==> config.mk <==
export PLATFORM = sky130hd
export DESIGN_NAME = psram_pwr_seq
export DESIGN_NICKNAME = d
export VERILOG_FILES = /design/src/rtl/psram_pwr_pkg.sv /design/src/rtl/pwr_tick_cnt.sv /design/src/rtl/pwr_cfg_gate.sv /design/src/rtl/pwr_fsm.sv /design/src/rtl/psram_pwr_seq.sv
export SDC_FILE = /design/constraint.sdc
export NUM_CORES = 1
export LEC_CHECK = 0
export BUFFER_PORTS_ARGS = -buffer_cell sky130_fd_sc_hd__buf_2
export CAP_MARGIN = 20
export CORE_MARGIN = 2
export CORE_UTILIZATION = 50
export DETAILED_ROUTE_END_ITERATION = 8
export GPL_TIMING_DRIVEN = 0
export HOLD_SLACK_MARGIN = 0.12
export PLACE_DENSITY = 0.77
export SETUP_SLACK_MARGIN = 0.15
export SYNTH_ARGS = -nofsm -noshare
export SYNTH_HDL_FRONTEND = slang
export SYNTH_SLANG_ARGS = --single-unit
==> constraint.sdc <==
create_clock -name clk -period 1.93 [get_ports clk]
set_input_delay 0.579 -clock clk [delete_from_list [all_inputs] [get_ports clk]]
set_output_delay 0.579 -clock clk [all_outputs]
set_load 0.01 [all_outputs]
==> src/rtl/psram_pwr_pkg.sv <==
package psram_pwr_pkg;

  typedef enum logic [1:0] {
    PS_ACTIVE  = 2'd0,
    PS_STANDBY = 2'd1,
    PS_DPD     = 2'd2,
    PS_INIT    = 2'd3
  } pwr_state_e;

  // bits to hold a count running 0 .. limit-1
  function automatic int cnt_bits(input int limit);
    return (limit < 2) ? 1 : $clog2(limit);
  endfunction

  // access path may run
  function automatic logic may_access(input pwr_state_e s);
    return (s == PS_ACTIVE) || (s == PS_STANDBY);
  endfunction

  // refresh is stopped only while powered down
  function automatic logic keeps_refresh(input pwr_state_e s);
    return s != PS_DPD;
  endfunction

  // resting state chosen from chip enable
  function automatic pwr_state_e settle(input logic ce_n);
    return ce_n ? PS_STANDBY : PS_ACTIVE;
  endfunction

endpackage

==> src/rtl/pwr_tick_cnt.sv <==
module pwr_tick_cnt #(
  parameter int LIMIT = 10
) (
  input  logic clk,
  input  logic rst_n,
  input  logic clr,
  input  logic tick,
  output logic hit
);
  import psram_pwr_pkg::*;

  localparam int W = cnt_bits(LIMIT);
  localparam logic [W-1:0] LAST = W'(LIMIT - 1);

  logic [W-1:0] cnt_q;

  assign hit = tick && !clr && (cnt_q == LAST);

  always_ff @(posedge clk) begin
    if (!rst_n)          cnt_q <= '0;
    else if (clr || hit) cnt_q <= '0;
    else if (tick)       cnt_q <= cnt_q + 1'b1;
  end

  // the window count never passes its final value
  p_cnt_bound_r5: assert property (@(posedge clk) disable iff (!rst_n)
    cnt_q <= LAST);

  // a clear always empties the count
  p_cnt_clear_r5: assert property (@(posedge clk) disable iff (!rst_n)
    clr |=> (cnt_q == '0));

endmodule

==> src/rtl/pwr_cfg_gate.sv <==
module pwr_cfg_gate
  import psram_pwr_pkg::*;
(
  input  logic       clk,
  input  logic       rst_n,
  input  pwr_state_e state_i,
  input  logic       ce_n,
  input  logic       cfg_wr,
  input  logic       cfg_dpd,
  input  logic       exit_i,
  output logic       accept_o,
  output logic       armed_o
);

  logic armed_q;

  assign accept_o = cfg_wr && ce_n && (state_i == PS_STANDBY);
  assign armed_o  = armed_q;

  always_ff @(posedge clk) begin
    if (!rst_n)        armed_q <= 1'b0;
    else if (exit_i)   armed_q <= 1'b0;
    else if (accept_o) armed_q <= cfg_dpd;
  end

  // the request bit changes only through a standby write or a wake-up
  p_cfg_standby_r3: assert property (@(posedge clk) disable iff (!rst_n)
    (armed_q != $past(armed_q)) && !$past(exit_i)
      |-> $past(state_i == PS_STANDBY) && $past(ce_n) && $past(cfg_wr));

  // leaving deep power-down drops the request
  p_armed_clear_r7: assert property (@(posedge clk) disable iff (!rst_n)
    exit_i |=> !armed_q);

endmodule

==> src/rtl/pwr_fsm.sv <==
module pwr_fsm
  import psram_pwr_pkg::*;
(
  input  logic       clk,
  input  logic       rst_n,
  input  logic       ce_n,
  input  logic       armed_i,
  input  logic       qual_hit_i,
  input  logic       init_hit_i,
  input  logic       wr_acc,
  output pwr_state_e state_o,
  output logic       enter_dpd_o,
  output logic       exit_dpd_o,
  output logic       data_lost_o
);

  pwr_state_e state_q, state_d;
  logic       lost_q;
  logic       lost_clr;

  assign enter_dpd_o = (state_q == PS_ACTIVE) && ce_n && armed_i;
  assign exit_dpd_o  = (state_q == PS_DPD) && qual_hit_i;
  assign lost_clr    = wr_acc && may_access(state_q);

  always_comb begin
    state_d = state_q;
    unique case (state_q)
      PS_ACTIVE:  state_d = enter_dpd_o ? PS_DPD : settle(ce_n);
      PS_STANDBY: state_d = settle(ce_n);
      PS_DPD:     if (qual_hit_i) state_d = PS_INIT;
      PS_INIT:    if (init_hit_i) state_d = settle(ce_n);
      default:    state_d = PS_STANDBY;
    endcase
  end

  always_ff @(posedge clk) begin
    if (!rst_n) begin
      state_q <= PS_STANDBY;
      lost_q  <= 1'b0;
    end else begin
      state_q <= state_d;
      if (enter_dpd_o)   lost_q <= 1'b1;
      else if (lost_clr) lost_q <= 1'b0;
    end
  end

  assign state_o     = state_q;
  assign data_lost_o = lost_q;

  // power-down is entered only from ACTIVE on chip enable high with the request set
  p_dpd_entry_r4: assert property (@(posedge clk) disable iff (!rst_n)
    (state_q == PS_DPD) && ($past(state_q) != PS_DPD)
      |-> ($past(state_q) == PS_ACTIVE) && $past(ce_n) && $past(armed_i));

  // wake-up needs a qualifying tick with chip enable low
  p_dpd_exit_r5: assert property (@(posedge clk) disable iff (!rst_n)
    (state_q == PS_INIT) && ($past(state_q) == PS_DPD)
      |-> $past(!ce_n) && $past(qual_hit_i));

  // initialization ends only when its window expires
  p_init_exit_r6: assert property (@(posedge clk) disable iff (!rst_n)
    (state_q != PS_INIT) && ($past(state_q) == PS_INIT) |-> $past(init_hit_i));

  // entry raises the data-lost flag
  p_lost_set_r8: assert property (@(posedge clk) disable iff (!rst_n)
    enter_dpd_o |=> lost_q);

  // the flag never falls while accesses are blocked
  p_lost_hold_r8: assert property (@(posedge clk) disable iff (!rst_n)
    $fell(lost_q) |-> may_access($past(state_q)) && $past(wr_acc));

endmodule

==> src/rtl/psram_pwr_seq.sv <==
module psram_pwr_seq
  import psram_pwr_pkg::*;
#(
  parameter int QUAL_US = 10,
  parameter int INIT_US = 150
) (
  input  logic       clk,
  input  logic       rst_n,
  input  logic       ce_n,
  input  logic       cfg_wr,
  input  logic       cfg_dpd,
  input  logic       wr_acc,
  input  logic       us_tick,
  output logic       refresh_en,
  output logic       ready,
  output logic       data_lost,
  output logic       dpd_armed,
  output logic       cfg_accept,
  output logic [1:0] state
);

  pwr_state_e cur_state;
  logic       armed;
  logic       qual_clr, init_clr;
  logic       qual_hit, init_hit;
  logic       enter_dpd, exit_dpd;

  // wake-up window runs only in power-down with chip enable held low
  assign qual_clr = !((cur_state == PS_DPD) && !ce_n);
  assign init_clr = (cur_state != PS_INIT);

  pwr_tick_cnt #(.LIMIT(QUAL_US)) u_qual (
    .clk(clk), .rst_n(rst_n), .clr(qual_clr), .tick(us_tick), .hit(qual_hit)
  );

  pwr_tick_cnt #(.LIMIT(INIT_US)) u_init (
    .clk(clk), .rst_n(rst_n), .clr(init_clr), .tick(us_tick), .hit(init_hit)
  );

  pwr_cfg_gate u_cfg (
    .clk(clk), .rst_n(rst_n), .state_i(cur_state), .ce_n(ce_n),
    .cfg_wr(cfg_wr), .cfg_dpd(cfg_dpd), .exit_i(exit_dpd),
    .accept_o(cfg_accept), .armed_o(armed)
  );

  pwr_fsm u_fsm (
    .clk(clk), .rst_n(rst_n), .ce_n(ce_n), .armed_i(armed),
    .qual_hit_i(qual_hit), .init_hit_i(init_hit), .wr_acc(wr_acc),
    .state_o(cur_state), .enter_dpd_o(enter_dpd), .exit_dpd_o(exit_dpd),
    .data_lost_o(data_lost)
  );

  assign refresh_en = keeps_refresh(cur_state);
  assign ready      = may_access(cur_state);
  assign dpd_armed  = armed;
  assign state      = cur_state;

  // refresh is stopped exactly when the sequencer entered power-down
  p_refresh_r9: assert property (@(posedge clk) disable iff (!rst_n)
    $fell(refresh_en) |-> $past(enter_dpd));

  // ready returns only at the end of initialization
  p_ready_r6: assert property (@(posedge clk) disable iff (!rst_n)
    $rose(ready) |-> $past(init_hit));

endmodule

==> results_dict.tcl <==
set metrics [dict create \
    rows 14 \
    clk_latency_ns 0.27 \
    synth.top_cell.area_share_pct 41.0 \
    r2r_setup_slack_ns 0.44 \
    grt_pass1_wl_mm 2.17 \
    seq_area_frac_synth_pct 41.0 \
    crit_path_max_fanout 9 \
    yosys_register_bits 16 \
    dieArea_um2 1900 \
    grt_max_degree 11 \
    drc 0 \
    rsz0062_at_grt "no" \
    syn_to_final_growth_pct 14.1 \
    viasPerCell 5.39 \
    clock_path_buffers 2 \
    first_pass_iters 4 \
    fmax_mhz 596 \
    irDropWorstVdd_mv 0.355 \
    clock_skew_ns 0.00240 \
    drt_iter0_drc 7 \
    period_share_pct 86.9 \
    critical_path.cell_chain "nand4b_1, inv_1, buf_2" \
    hp-class "flip-flop to flip-flop" \
    cp.required_ns 1.35 \
    fin_nets 111 \
    cts.sinks 16 \
    period_minus_slack_ns 1.68 \
    synthTopCellsByArea "dfxtp_1, ha_1, xor2_1" \
    syn_area_um2 782 \
    fillCellCount 147 \
    cts_buffers 3 \
    hold_buffers 0 \
    setup_viol 0 \
    grt.overflow.total 0 \
    final_util_pct 59.9 \
    track_usage_pct 14.8 \
    via_count 615 \
    port_buffers 13 \
    power.leakage_nw 0.343 \
    cts-root-buf "clkbuf_4" \
    grt_pass1_vias 557 \
    cp-end-kind "output pin" \
    cpLargestDelayFamily "flip-flops" \
    slowest_stage "dfxtp_2" \
    maxSlewHeadroom_pct 79.5 \
    htree_levels 1 \
    cts_tree "yes" \
    yosysWarningCount 0 \
    yosysTopAreaCell "dfxtp_1" \
    powerDensity_nw_per_um2 605 \
    syn-mean-instance-area_um2 9.54 \
    routed_wl_mm 1.31 \
    gp_congestion 0.711 \
    wl_per_cell_um 11.5 \
    worst_ep_arrival_time_ns 1.10 \
    status "completed" \
    pin_count 14 \
    final-max-slew-violation-count 0 \
    hpwlAfterDp_um 990 \
    tightest_slew_ns 0.307 \
    antenna_found_initial 0 \
    die_h_um 43.5 \
    ys_types 26 \
    fin_setup_tns_ns 0 \
    path_clk_slew_ns 0.09 \
    syn_inst 82 \
    diodes 0 \
    max_cap_violations 0 \
    ant_nets 0 \
    crit_path_max_incr_delay_ns 0.39 \
    critPathKind "flip-flop to output pin" \
    path_buf_inv 2 \
    startpoint_type "flip-flop" \
    start_util_pct 52.5 \
    syn-num-nets 93 \
    dieWidth_um 43.5 \
    core_area_um2 1490 \
    hold_viol 0 \
    drive_gt1_share_pct 25.5 \
]
==> routing by layer <==
layer	track usage [%]	vias up	wire length, um	share of wire (%)
li1	-	325	-	-
met1	20.0	278	658	50
met2	23.8	12	601	46
met3	2.50	0	52	4.0
met4	5.45	0	0	0
met5	0	-	0	0
==> registers in the layout (all words and copies together), names as in the netlist <==
signal             count
u_init.cnt_q           8
u_fsm.state_o          2
u_qual.cnt_q           4
u_fsm.data_lost_o      1
u_cfg.armed_o          1
==> cells in the final DEF (no fill, tap or decap), types with 4 or more instances in the layout <==
cell     instances
dfxtp_1         14
buf_2           13
nor2_1          10
inv_1            6
xor2_1           5
nand4_1          5
nand2_1          4
o21ai_0          4
a21oi_1          4
ha_1             4
==> worst reg2reg max path, stage by stage, from the launching register on <==
cell,delay [ns]
dfxtp_1,0.37
or4b_4,0.58
o2111ai_4,0.32
a211oi_1,0.09
==> per-stage QoR <==
stage	total power, W	cells	cell area (um2)	hold slack [ns]	setup slack (ns)
floorplan	0.000364	82	782	0.459	0.515
global placement	0.000380	111	867	0.459	0.326
detailed placement	0.000381	111	867	0.483	0.292
CTS	0.000550	114	891	0.496	0.187
global route	0.000566	114	892	0.534	0.185
finish	0.000539	114	892	0.490	0.253
==> power breakdown <==
part | internal, W | switching [W] | total (W)
registers | 0.000333 | 0.00000478 | 0.000338
clock network | 0.0000722 | 0.0000940 | 0.000166
logic | 0.0000175 | 0.0000179 | 0.0000354
total | 0.000423 | 0.000117 | 0.000539
==> synth_stat cells <==
master and n:
nand4b_1 2, xor2_1 5, or3_1 3, nand2_1 4, o31ai_1 1, o21ai_0 4, o211ai_1 1, inv_1 6
nand2b_4 1, o21bai_1 1, nand3b_1 2, dfxtp_1 16, a21oi_1 4, o2111ai_4 1, a211oi_2 1, a31oi_1 1
ha_1 4, nand3_1 2, mux2i_1 1, xnor2_1 2, a211oi_1 1, or4b_4 2, nand4_1 5, nor2_1 10
buf_4 1, and2b_2 1
==> timing repair <==
item	4_1_cts	5_1_grt
setup endpoints to repair	1	1
buffers inserted	0	0
hold endpoints to repair	0	0
resized for setup	1	1
==> kinds of logic (layout without fill, tap and decap cells) <==
family / after synthesis / count (layout) / synth area share [%]
muxes: 1 / 1 / 1.28
xor gates and xnor gates: 7 / 7 / 7.84
adders and majority gates: 4 / 4 / 6.40
DFF: 16 / 16 / 41.0
AOI/OAI and AO/OA: 15 / 15 / 14.7
buffers and inverters: 7 / 23 / 3.84
and+or+nand+nor: 32 / 32 / 25.0
==> layout make-up <==
type                       instances  area (um2)  area share (%)
tap                               16        20.0            2.24
multi-input combinational         59         432            48.4
clock buffer                       3        22.5            2.52
buffer                             1        7.51           0.842
timing repair buffer              13        65.1            7.29
sequential                        16         323            36.2
inverter                           6        22.5            2.52
==> final timing paths <==
kind / start / to / depth (start not counted)
setup / recovery: u_fsm.state_o[1]$_SDFFE_PN0P_ / cfg_accept / 3
hold / removal: u_fsm.data_lost_o$_SDFFE_PN0P_ / u_fsm.data_lost_o$_SDFFE_PN0P_ / 2
setup reg to reg: u_init.cnt_q[3]$_SDFFE_PP0P_ / u_init.cnt_q[1]$_SDFFE_PP0P_ / 3
hold reg to reg: u_fsm.data_lost_o$_SDFFE_PN0P_ / u_fsm.data_lost_o$_SDFFE_PN0P_ / 2
Note: power is estimated with default switching activity, not from simulation.
